`config.mk`:
```
export PLATFORM = sky130hd
export DESIGN_NAME = irq_fanin_ctrl
export DESIGN_NICKNAME = d
export VERILOG_FILES = /design/src/rtl/irq_fanin_pkg.sv /design/src/rtl/irq_fanin_sync.sv /design/src/rtl/irq_fanin_pending.sv /design/src/rtl/irq_fanin_enable.sv /design/src/rtl/irq_fanin_combine.sv /design/src/rtl/irq_fanin_ctrl.sv
export SDC_FILE = /design/constraint.sdc
export NUM_CORES = 1
export LEC_CHECK = 0
export BUFFER_PORTS_ARGS = -buffer_cell sky130_fd_sc_hd__buf_2
export CAP_MARGIN = 20
export CORE_MARGIN = 3
export CORE_UTILIZATION = 54
export CTS_CLUSTER_DIAMETER = 80
export DETAILED_ROUTE_END_ITERATION = 7
export HOLD_SLACK_MARGIN = 0.05
export PLACE_DENSITY = 0.78
export SYNTH_ARGS = -nofsm -noshare
export SYNTH_HDL_FRONTEND = slang
export SYNTH_SLANG_ARGS = --single-unit
```
`constraint.sdc`:
```
create_clock -name clk_i -period 1 [get_ports clk_i]
set_input_delay 0.05 -clock clk_i [delete_from_list [all_inputs] [get_ports clk_i]]
set_output_delay 0.05 -clock clk_i [all_outputs]
set_load 0.02 [all_outputs]
```
`src/rtl/irq_fanin_pkg.sv`:
```
package irq_fanin_pkg;

   // Which register a bus access targets.
   typedef enum logic [2:0] {
      SEL_NONE  = 3'd0,
      SEL_PEND  = 3'd1,
      SEL_LIVE  = 3'd2,
      SEL_ENSET = 3'd3,
      SEL_ENCLR = 3'd4
   } reg_sel_e;

   // Full-address compare against the four mapped offsets.
   function automatic reg_sel_e decode_sel(
      input logic [15:0] addr,
      input logic [15:0] pend_ofs,
      input logic [15:0] live_ofs,
      input logic [15:0] enset_ofs,
      input logic [15:0] enclr_ofs
   );
      reg_sel_e sel;
      sel = SEL_NONE;
      if (addr == pend_ofs)       sel = SEL_PEND;
      else if (addr == live_ofs)  sel = SEL_LIVE;
      else if (addr == enset_ofs) sel = SEL_ENSET;
      else if (addr == enclr_ofs) sel = SEL_ENCLR;
      return sel;
   endfunction

endpackage

```
`src/rtl/irq_fanin_sync.sv`:
```
module irq_fanin_sync #(
   parameter int WIDTH  = 16,
   parameter int STAGES = 2
) (
   input  logic             clk_i,
   input  logic             rst_ni,
   input  logic [WIDTH-1:0] d_i,
   output logic [WIDTH-1:0] q_o
);

   if (STAGES < 2) begin : g_bad_stages
      $error("irq_fanin_sync: STAGES must be at least 2");
   end

   logic [STAGES-1:0][WIDTH-1:0] chain_q;

   always_ff @(posedge clk_i or negedge rst_ni) begin
      if (!rst_ni) begin
         chain_q <= '0;
      end else begin
         chain_q[0] <= d_i;
         for (int s = 1; s < STAGES; s++) begin
            chain_q[s] <= chain_q[s-1];
         end
      end
   end

   assign q_o = chain_q[STAGES-1];

endmodule

```
`src/rtl/irq_fanin_pending.sv`:
```
module irq_fanin_pending #(
   parameter int WIDTH = 16
) (
   input  logic             clk_i,
   input  logic             rst_ni,
   input  logic [WIDTH-1:0] set_i,
   input  logic [WIDTH-1:0] clr_i,
   output logic [WIDTH-1:0] pend_o
);

   logic [WIDTH-1:0] pend_q;

   // Set has priority over an acknowledge in the same cycle.
   always_ff @(posedge clk_i or negedge rst_ni) begin
      if (!rst_ni) begin
         pend_q <= '0;
      end else begin
         pend_q <= (pend_q & ~clr_i) | set_i;
      end
   end

   assign pend_o = pend_q;

endmodule

```
`src/rtl/irq_fanin_enable.sv`:
```
module irq_fanin_enable #(
   parameter int WIDTH = 16
) (
   input  logic             clk_i,
   input  logic             rst_ni,
   input  logic [WIDTH-1:0] set_i,
   input  logic [WIDTH-1:0] clr_i,
   output logic [WIDTH-1:0] en_o
);

   logic [WIDTH-1:0] en_q;

   always_ff @(posedge clk_i or negedge rst_ni) begin
      if (!rst_ni) begin
         en_q <= '0;
      end else begin
         en_q <= (en_q | set_i) & ~clr_i;
      end
   end

   assign en_o = en_q;

endmodule

```
`src/rtl/irq_fanin_combine.sv`:
```
module irq_fanin_combine #(
   parameter int WIDTH   = 16,
   parameter bit IRQ_REG = 1'b0
) (
   input  logic             clk_i,
   input  logic             rst_ni,
   input  logic [WIDTH-1:0] pend_i,
   input  logic [WIDTH-1:0] en_i,
   output logic             irq_o
);

   logic any_hit;
   assign any_hit = |(pend_i & en_i);

   if (IRQ_REG) begin : g_irq_flop
      logic irq_q;
      always_ff @(posedge clk_i or negedge rst_ni) begin
         if (!rst_ni) irq_q <= 1'b0;
         else         irq_q <= any_hit;
      end
      assign irq_o = irq_q;
   end else begin : g_irq_direct
      // Unused in this variant, kept as ports for a uniform interface.
      logic unused_clk;
      assign unused_clk = clk_i ^ rst_ni;
      assign irq_o = any_hit;
   end

endmodule

```
`src/rtl/irq_fanin_ctrl.sv`:
```
module irq_fanin_ctrl
   import irq_fanin_pkg::*;
#(
   parameter int          NUM_LINES   = 16,
   parameter int          DATA_W      = 16,
   parameter int          ADDR_W      = 8,
   parameter int          SYNC_STAGES = 2,
   parameter bit          READ_REG    = 1'b1,
   parameter bit          IRQ_REG     = 1'b0,
   parameter logic [15:0] PEND_OFS    = 16'h0016,
   parameter logic [15:0] LIVE_OFS    = 16'h0018,
   parameter logic [15:0] ENSET_OFS   = 16'h001A,
   parameter logic [15:0] ENCLR_OFS   = 16'h001C
) (
   input  logic                 clk_i,
   input  logic                 rst_ni,
   input  logic [NUM_LINES-1:0] irq_lines_i,
   input  logic [ADDR_W-1:0]    bus_addr_i,
   input  logic                 bus_wr_i,
   input  logic                 bus_rd_i,
   input  logic [DATA_W-1:0]    bus_wdata_i,
   output logic [DATA_W-1:0]    bus_rdata_o,
   output logic                 irq_o
);

   localparam int LANES = NUM_LINES;

   // Elaboration-time parameter checks.
   if (NUM_LINES < 1 || NUM_LINES > DATA_W) begin : g_bad_lines
      $error("irq_fanin_ctrl: NUM_LINES must lie in 1..DATA_W");
   end
   if (ADDR_W < 1 || ADDR_W > 16) begin : g_bad_addr
      $error("irq_fanin_ctrl: ADDR_W must lie in 1..16");
   end
   if (PEND_OFS == LIVE_OFS || PEND_OFS == ENSET_OFS || PEND_OFS == ENCLR_OFS ||
       LIVE_OFS == ENSET_OFS || LIVE_OFS == ENCLR_OFS || ENSET_OFS == ENCLR_OFS) begin : g_bad_map
      $error("irq_fanin_ctrl: register offsets must be distinct");
   end

   logic [LANES-1:0] sync_lvl;
   logic [LANES-1:0] stat_q;
   logic [LANES-1:0] en_q;
   logic [LANES-1:0] wr_lane;
   logic [LANES-1:0] pend_clr;
   logic [LANES-1:0] en_set;
   logic [LANES-1:0] en_clr;
   logic [LANES-1:0] rd_mux;
   logic [DATA_W-1:0] rd_word;
   reg_sel_e         addr_sel;
   reg_sel_e         wr_sel;
   reg_sel_e         rd_sel;

   // Address decode, shared by reads and writes.
   assign addr_sel = decode_sel(16'(bus_addr_i), PEND_OFS, LIVE_OFS, ENSET_OFS, ENCLR_OFS);
   assign wr_sel   = bus_wr_i ? addr_sel : SEL_NONE;
   assign rd_sel   = bus_rd_i ? addr_sel : SEL_NONE;
   assign wr_lane  = bus_wdata_i[LANES-1:0];

   assign pend_clr = (wr_sel == SEL_PEND)  ? wr_lane : '0;
   assign en_set   = (wr_sel == SEL_ENSET) ? wr_lane : '0;
   assign en_clr   = (wr_sel == SEL_ENCLR) ? wr_lane : '0;

   irq_fanin_sync #(
      .WIDTH  (LANES),
      .STAGES (SYNC_STAGES)
   ) sync_i (
      .clk_i  (clk_i),
      .rst_ni (rst_ni),
      .d_i    (irq_lines_i),
      .q_o    (sync_lvl)
   );

   irq_fanin_pending #(
      .WIDTH  (LANES)
   ) pend_i (
      .clk_i  (clk_i),
      .rst_ni (rst_ni),
      .set_i  (sync_lvl),
      .clr_i  (pend_clr),
      .pend_o (stat_q)
   );

   irq_fanin_enable #(
      .WIDTH  (LANES)
   ) en_i (
      .clk_i  (clk_i),
      .rst_ni (rst_ni),
      .set_i  (en_set),
      .clr_i  (en_clr),
      .en_o   (en_q)
   );

   irq_fanin_combine #(
      .WIDTH   (LANES),
      .IRQ_REG (IRQ_REG)
   ) comb_i (
      .clk_i  (clk_i),
      .rst_ni (rst_ni),
      .pend_i (stat_q),
      .en_i   (en_q),
      .irq_o  (irq_o)
   );

   // Read selection; unmapped or idle cycles give zero.
   always_comb begin
      unique case (rd_sel)
         SEL_PEND:            rd_mux = stat_q;
         SEL_LIVE:            rd_mux = sync_lvl;
         SEL_ENSET, SEL_ENCLR: rd_mux = en_q;
         default:             rd_mux = '0;
      endcase
      rd_word             = '0;
      rd_word[LANES-1:0]  = rd_mux;
   end

   if (READ_REG) begin : g_rd_flop
      logic [DATA_W-1:0] rdata_q;
      always_ff @(posedge clk_i or negedge rst_ni) begin
         if (!rst_ni) rdata_q <= '0;
         else         rdata_q <= rd_word;
      end
      assign bus_rdata_o = rdata_q;
   end else begin : g_rd_direct
      assign bus_rdata_o = rd_word;
   end

   // Upper write-data bits beyond the line count are not stored.
   if (DATA_W > LANES) begin : g_wr_pad
      logic unused_hi;
      assign unused_hi = |bus_wdata_i[DATA_W-1:LANES];
   end

endmodule

```
# Word level (Yosys, flattened, before mapping)
# Index checks and enable logic that the tools add are counted.
# word_totals
in_bits	44
ff_bits	80
wordCells	35
out_inout_bits	17
# classes
bitwise_logic	7
reduce_logical	2
mux	10
eq_ne	11
# ops
cell	n
16-bit AND	3
16-bit 2-to-1 mux	3
16-bit case mux with 3 select lines	1
8-bit by 5-bit equality test with 1-bit output (second input constant)	4
16-bit NOT	2
16-bit bitwise OR	2
3-bit 2-to-1 mux	6
16-bit OR reduction	1
3-bit by 2-bit equality test with 1-bit output (second input constant)	3
3-bit by 1-bit equality test with 1-bit output (second input constant)	2
3-bit equality test (second input constant)	2
2-bit OR reduction	1

# Logic depth before layout (Yosys ltp)
# Gate-level depths: netlist of run 1.
# logic_depth
depth_word	11
ltp_mapped	6
depth_no_buf	3

# Modules after synthesis
# A second synthesis of run 1 with hierarchy kept.
# unflattened
cells_unflattened	293
area_unflattened_um2	3547.2
# modules_own_cells
module	area_each_um2	instances	cells_each	seq_area_each_um2
irq_fanin_ctrl	1383.8	1	156	400.4
irq_fanin_sync	920.9	1	48	800.8
irq_fanin_pending	580.6	1	48	400.4
irq_fanin_enable	560.5	1	32	400.4
irq_fanin_combine	101.3	1	9	0.0

# Worst setup path before layout of run 1
# No wires, ideal clock.
# synth_path
kind	in2reg
from	input bus_addr_i[0]
to	register en_i.en_q[0], in the netlist en_i.en_o[0]
t_required_ns	0.877
stages	5
slack_ns	-0.305
arrival_time_ns	1.182
setup_ns	0.123
n_path_buf	2
path_cell_list	or3_1 buf_6 nor4b_4 buf_6 a21oi_1
# synth_via
elab_chain_cells	10
elab_cells_between_ends	16
classes_between	eq/ne (6); mux (7); bitwise (3)
# synth_lines
element	line	text
start, declared	irq_fanin_ctrl.sv:18	input logic [ADDR_W-1:0] bus_addr_i,
8-bit by 5-bit equality test with 1-bit output	irq_fanin_pkg.sv:25	else if (addr == enclr_ofs) sel = SEL_ENCLR;
3-bit 2-to-1 mux	irq_fanin_pkg.sv:25	
3-bit 2-to-1 mux	irq_fanin_pkg.sv:24	else if (addr == enset_ofs) sel = SEL_ENSET;
3-bit 2-to-1 mux	irq_fanin_pkg.sv:23	else if (addr == live_ofs) sel = SEL_LIVE;
3-bit 2-to-1 mux (*)	irq_fanin_pkg.sv:22	if (addr == pend_ofs) sel = SEL_PEND;
3-bit 2-to-1 mux (*)	irq_fanin_ctrl.sv:55	assign wr_sel = bus_wr_i ? addr_sel : SEL_NONE;
3-bit by 2-bit equality test with 1-bit output or 3-bit equality test (tied branches)	irq_fanin_ctrl.sv:60, irq_fanin_ctrl.sv:61	
16-bit 2-to-1 mux, on equally long branches	irq_fanin_ctrl.sv:60, irq_fanin_ctrl.sv:61	
16-bit bitwise OR or 16-bit NOT (tied branches)	irq_fanin_enable.sv:17	en_q <= (en_q | set_i) & ~clr_i;
16-bit AND (*)	irq_fanin_enable.sv:17	
end signal, assigned	irq_fanin_enable.sv:17	
end, declared	irq_fanin_enable.sv:11	logic [WIDTH-1:0] en_q;
# Mark *: on every way between the ends. The rest lies on a longest branch, timed or not.

# Final worst setup path of run 1
# layout_path
from	register pend_i.pend_q[10], in the netlist pend_i.pend_o[10]
to	output irq_o
# layout_via
elab_chain_cells	2
# layout_lines
element	line	text
start, declared	irq_fanin_pending.sv:11	logic [WIDTH-1:0] pend_q;
start signal, assigned	irq_fanin_pending.sv:18	pend_q <= (pend_q & ~clr_i) | set_i;
16-bit AND	irq_fanin_combine.sv:13	assign any_hit = |(pend_i & en_i);
16-bit OR reduction	irq_fanin_combine.sv:13	
end, declared	irq_fanin_ctrl.sv:23	output logic irq_o
# Every way passes these cells.

==> results of run 1 <==
[worst paths after layout]
kind,start,endpoint,slack [ns],cells after the start
hold / removal,rst_ni,bus_rdata_o[14],0.1,2
max in group asynchronous,rst_ni,en_i.en_o[9],0.43,3
min in group clk_i,bus_wdata_i[1],en_i.en_o[1],0.10,3
hold reg to reg,sync_i.chain_q[12],sync_i.q_o[12],0.35,0
setup / recovery,pend_i.pend_o[10],irq_o,-0.66,4
setup reg to reg,pend_i.pend_o[9],bus_rdata_o[9],-0.13,3
[cells by family after synthesis]
kind of cell           count (synthesis)  synth area share, %
buffers and inverters                 24                 3.79
AND/OR/NAND/NOR                       87                 18.1
AO/OA/AOI/OAI                         67                 16.0
flip-flops                            80                 61.9
XOR/XNOR                               1                0.271
[layer usage]
metal | routed length [um] | track usage (%) | vias to the layer above
met1 | 4060 | 35.6 | 1543
met5 | 0 | 0 | -
li1 | - | - | 1283
met2 | 5370 | 48.8 | 266
met4 | 475 | 12.9 | 0
met3 | 1190 | 5.75 | 58
[final cells by class]
| type | instances | area [um2] | share of cell area [%] |
|---|---|---|---|
| flip-flops and latches | 80 | 2000 | 40.9 |
| well taps | 72 | 90.1 | 1.84 |
| multi-input cells | 155 | 1370 | 27.9 |
| repair buffers | 149 | 1170 | 24.0 |
| clock inverters | 5 | 129 | 2.63 |
| clock buffers | 11 | 131 | 2.69 |
[where the power goes]
part | internal, mW | leakage (nW) | switching, mW
registers | 3.33 | 0.957 | 0.0655
clock network | 1.92 | 0.128 | 1.20
logic | 0.412 | 1.14 | 0.482
total | 5.66 | 2.23 | 1.75
[through the flow]
stage               setup WS, ns  instances  util (%)  total power, mW
floorplan                 -0.305        259         -             3.71
global placement          -0.445        423      71.3             4.08
detailed placement        -0.446        423      71.3             4.10
CTS                       -0.576        473      83.0             7.27
global route              -0.676        472      86.7             7.62
finish                    -0.664        472      86.7             7.41
[layout by cell type (no fill, tap or decap), drive strengths merged, types with 16 or more instances in the layout]
cell,netlist,final
a221o,16,16
nand4,17,17
dfrtp,80,80
nor4,22,22
buf,10,116
a21o,16,16
dlygate4sd3,0,32
nand2,19,19
[state kept, by name, summed over array words and instances, names as in the netlist]
name and flops:
bus_rdata_o 16, sync_i.q_o 16, sync_i.chain_q 16, pend_i.pend_o 16, en_i.en_o 16
[synth_stat cells]
cell type and count:
and3_1 4, or3_1 1, buf_6 3, nor4b_1 1
and2_1 2, nand2_1 19, nor4_4 1, nand3b_1 3
nor4_1 21, a221oi_1 4, and4b_1 11, buf_2 5
a31oi_1 11, buf_1 1, a21oi_1 11, xnor2_1 1
a2bb2oi_1 5, a21o_1 16, a221o_1 16, nor3_1 1
clkbuf_1 14, and3b_1 1, a22o_1 4, dfrtp_1 80
and4_1 1, nand4_1 17, nand2b_1 2, buf_4 1
nor4bb_1 1, nor4b_4 1
[worst max-delay path, cell delays in order (launching register included)]
cell,delay (ns)
dfrtp_1,0.41
a22o_1,0.25
a221oi_2,0.24
nand4_1,0.17
buf_4,0.20
[what timing repair did]
item / 4_1_cts / 5_1_grt
endpoints found under the hold margin: 127 / 0
gates resized for setup: 14 / 43
setup buffers: 3 / 4
hold buffers: 33 / 0
endpoints found under the setup margin: 30 / 30
pin swaps: 5 / 13
==> impl_metrics.tcl, run 1 <==
set metrics [dict create \
    yosysWarnings 0 \
    rsz0062_at_grt "yes" \
    min_path_type "in -> async" \
    drtPass1Iterations 6 \
    num_antenna_cells 0 \
    num-nets-final 439 \
    grt-ovfl-total 0 \
    required_ns 0.95 \
    clockBufferDepth 2 \
    grtUsageTotal_pct 28.8 \
    die_w_um 83.4 \
    leakage_nw 2.23 \
    cts_sinks 80 \
    finalCriticalPeriod_ns 1.66 \
    antenna_found_initial 0 \
    synth_seq_area_share_pct 61.9 \
    place_congestion 0.904 \
    io-pin-count 61 \
    cts_tree "built" \
    first_global_vias 3244 \
    powerDensity_mw_per_mm2 1520 \
    setup_tns_ns -1.27 \
    vias 3150 \
    yosys-top-cells-area "dfrtp_1 62%, a221o_1 4.9%, nor4_1 4.1%" \
    avgSynthCellArea_um2 12.5 \
    violations "negative setup slack" \
    fp.dieH_um 83.4 \
    peakVddDrop_uv 1530 \
    synth-seq-cells 80 \
    first_iter_violations 392 \
    yosysTopAreaCellShare_pct 61.9 \
    row_count 27 \
    status "complete, but fails checks" \
    syn-num-nets 303 \
    fin_ws_ns -0.664 \
    yosysUniqueCellTypes 30 \
    fillers 247 \
    crit_path_end_kind "primary output" \
    wl_per_cell_um 23.5 \
    drv_slew 0 \
    start_kind "flop" \
    clock_latency_ns 0.36 \
    finClkSkew_ns 0.00383 \
    synth_area_leader_cell "dfrtp_1" \
    worst-path-max-fanout 2 \
    slew-limit-headroom_pct 63.5 \
    worst_slew_pin_slew_ns 0.548 \
    ant_nets 0 \
    min_period_over_period_pct 166 \
    final_cell_area_mm2 0.00489 \
    die-area_mm2 0.00696 \
    postPlaceCellArea_mm2 0.00403 \
    htree_num_levels 3 \
    grt_max_degree 42 \
    grt_pass1_wl_um 15700 \
    cts_made_buffers 9 \
    cts_root_buf "clkbuf_8" \
    start_util_pct 57.4 \
    cp.arrival_ns 1.61 \
    drt-total-wl_um 11100 \
    finalSetupViolCount 17 \
    area_growth_pct 51.2 \
    synthCells 259 \
    drv_cap 0 \
    final-hold-violation-count 0 \
    core-area_mm2 0.00564 \
    holdWs_ns 0.0958 \
    clkTransAtPathRegs_ns 0.08 \
    critPathKind "reg -> out" \
    drc_errors 0 \
    dp_hpwl_um 5980 \
    vias_per_cell 6.67 \
    synth_area_mm2 0.00324 \
    fmax_mhz 601 \
    drive_gt1_share_pct 42.3 \
    io_buffer_count 60 \
]
No activity file was read; power rests on OpenSTA's default activity.
==> inputs of run 2 (changes only) <==
--- a/config.mk
+++ b/config.mk
@@ -5,6 +5,7 @@
 export SDC_FILE = /design/constraint.sdc
 export NUM_CORES = 1
 export LEC_CHECK = 0
+export ABC_AREA = 1
 export BUFFER_PORTS_ARGS = -buffer_cell sky130_fd_sc_hd__buf_2
 export CAP_MARGIN = 20
 export CORE_MARGIN = 3
==> impl_metrics.tcl, run 2 <==
set metrics [dict create \
    yosysTopAreaCellShare_pct 64.5 \
    ant_nets 0 \
    seq_power_share_pct 53.0 \
    finalCriticalPeriod_ns 1.47 \
    drc_errors 0 \
    yosys_most_used_dff "dfrtp_1" \
    worstReg2RegStart "pend_i.pend_o[3]" \
    fin_ws_ns -0.474 \
    fmax_mhz 679 \
    synthSimpleGateAreaFrac_pct 22.4 \
    drt-total-wl_um 7780 \
    num-nets-final 493 \
    min_path_type "in -> async" \
    powerDensity_mw_per_mm2 1480 \
    p_clk_share_pct 37.7 \
    cts_tree "built" \
    synth_compound_area_share_pct 5.72 \
    die_w_um 81.8 \
    clkTransAtPathRegs_ns 0.08 \
    dp_hpwl_um 5030 \
    area_growth_pct 38.9 \
    drtPass1Iterations 4 \
    grt_pass1_wl_um 13000 \
    first_iter_violations 197 \
    row_count 26 \
    peakVddDrop_uv 1330 \
    avgSynthCellArea_um2 9.70 \
    vias_per_cell 5.19 \
    layout_commonest_cell "dfrtp_1" \
    final-hold-violation-count 0 \
    cp.arrival_ns 1.42 \
    holdWs_ns 0.121 \
    synth-seq-cells 80 \
    finClkSkew_ns 0.00501 \
    crit_path_end_kind "primary output" \
    drv_slew 0 \
    layout_common_cells "80 x dfrtp_1, 57 x buf_2, 53 x nand2_1" \
    violations "negative setup slack" \
    antenna_found_initial 0 \
    synth_area_mm2 0.00311 \
    synth_top_family_by_area "simple AND/OR/NAND/NOR gates" \
    postPlaceCellArea_mm2 0.00375 \
    yosys-top-cells-area "dfrtp_1 64%, nand2_1 6.4%, nand3_1 5.6%" \
    p_int_mw 4.85 \
    p_comb_share_pct 9.2 \
    yosysWarnings 0 \
    syn-num-nets 364 \
    reg2reg_depth 4 \
    synth_area_leader_cell "dfrtp_1" \
    synth_seq_area_share_pct 64.5 \
    synthCells 320 \
    synth_mux_area_share_pct 0 \
    grt-ovfl-total 0 \
    drv_cap 0 \
    startpoint "pend_i.pend_o[3]" \
    leakage_nw 2.24 \
    switchingPower_mw 1.53 \
    worst_slew_pin_slew_ns 0.343 \
    grtUsageTotal_pct 26.8 \
    vias 2720 \
    clockBufferDepth 2 \
    critPathKind "reg -> out" \
    start_kind "flop" \
    first_global_vias 2829 \
    cts_sinks 80 \
    place_congestion 0.827 \
    yosysUniqueCellTypes 19 \
    final_cell_area_mm2 0.00431 \
    yosys.area_share.xor_xnor_pct 0 \
    slew-limit-headroom_pct 77.1 \
    fp.dieH_um 81.8 \
    wl_per_cell_um 14.9 \
    synth-edff-count 0 \
    num_antenna_cells 0 \
    synth_common_cells "80 x dfrtp_1, 53 x nand2_1, 39 x inv_1" \
    die-area_mm2 0.00670 \
    synthArstFlopShare_pct 100 \
    rsz0062_at_grt "yes" \
    status "complete, but fails checks" \
    core-area_mm2 0.00534 \
    finalSetupViolCount 1 \
    synthAdderAreaFrac_pct 0 \
    synthMostInstantiatedCell "dfrtp_1" \
    start_util_pct 58.2 \
    cts_made_buffers 9 \
    grt_max_degree 33 \
    worst-path-max-fanout 2 \
    cts_root_buf "clkbuf_8" \
    swShare_pct 24.0 \
    clock_latency_ns 0.36 \
    fin_util_pct 80.8 \
    io_buffer_count 60 \
    htree_num_levels 3 \
    drive_gt1_share_pct 26.9 \
    io-pin-count 61 \
    min_period_over_period_pct 147 \
    required_ns 0.95 \
]
run 2: cell types whose count changed after synthesis, sizes merged, moves of 11 or more:
cell,delta
a21o,-16
a221o,-16
a31oi,-11
and4b,-11
inv,+41
nand2,+37
nand3,+35
nor2,+40
nor4,-22
o21ai,+16
run 2: layer usage:
| metal | global-route usage (%) | routed length [um] | vias up |
|---|---|---|---|
| met5 | 0 | 0 | - |
| met4 | 11.3 | 166 | 0 |
| met3 | 7.46 | 504 | 19 |
| met2 | 47.7 | 4160 | 114 |
| met1 | 30.1 | 2950 | 1298 |
| li1 | - | - | 1289 |
run 2: final cells by class:
class                           instances  area (um2)
Fill cell                             340        1020
Timing Repair Buffer                  130         986
Multi-Input combinational cell        187         880
Clock buffer                           10         138
Clock inverter                          6        66.3
Tap cell                               70        87.6
Sequential cell                        80        2000
Inverter                               41         154
run 2: timing repair:
| action | 4_1_cts | 5_1_grt |
|---|---|---|
| hold buffers | 33 | 0 |
| resized for setup | 2 | 3 |
| endpoints found under the setup margin | 1 | 2 |
| hold endpoints to repair | 128 | 0 |
| pin swaps | 2 | 0 |
| setup buffers | 1 | 0 |
run 2: power groups by stage:
| stage | Combinational, mW | Clock, mW | Sequential [mW] |
|---|---|---|---|
| floorplan | 0.165 | 0 | 3.44 |
| global placement | 0.443 | 0 | 3.44 |
| detailed placement | 0.457 | 0 | 3.45 |
| CTS | 0.580 | 2.45 | 3.38 |
| global route | 0.655 | 2.59 | 3.39 |
| finish | 0.590 | 2.41 | 3.38 |
run 2: worst paths after layout:
check	end	slack (ns)
worst min register to register	sync_i.q_o[1]	0.35
worst max register to register	bus_rdata_o[3]	0.08
min in group clk_i	pend_i.pend_o[15]	0.24
worst max-delay path	irq_o	-0.47
worst min-delay path	sync_i.chain_q[10]	0.12
max in group asynchronous	sync_i.q_o[13]	0.41
run 2: stage by stage:
stage	std cells	setup TNS, ns	setup slack [ns]	total power [mW]
final	524	-0.474	-0.474	6.38
after global routing	524	-0.525	-0.525	6.64
after CTS	524	-0.455	-0.455	6.41
after detailed placement	474	-3.17	-0.116	3.90
after global placement	474	-1.25	-0.0802	3.88
after floorplan	320	0	0.0529	3.60
run 2: kinds of logic after synthesis:
| group | Yosys count |
|---|---|
| DFF | 80 |
| buffers and inverters | 53 |
| and+or+nand+nor | 153 |
| AOI/OAI and AO/OA | 34 |
run 2: critical path, stage by stage (launching register included):
cell and delay (ns):
dfrtp_1 0.38, a22o_1 0.25, nor3_2 0.18, nand2_1 0.11, buf_6 0.14
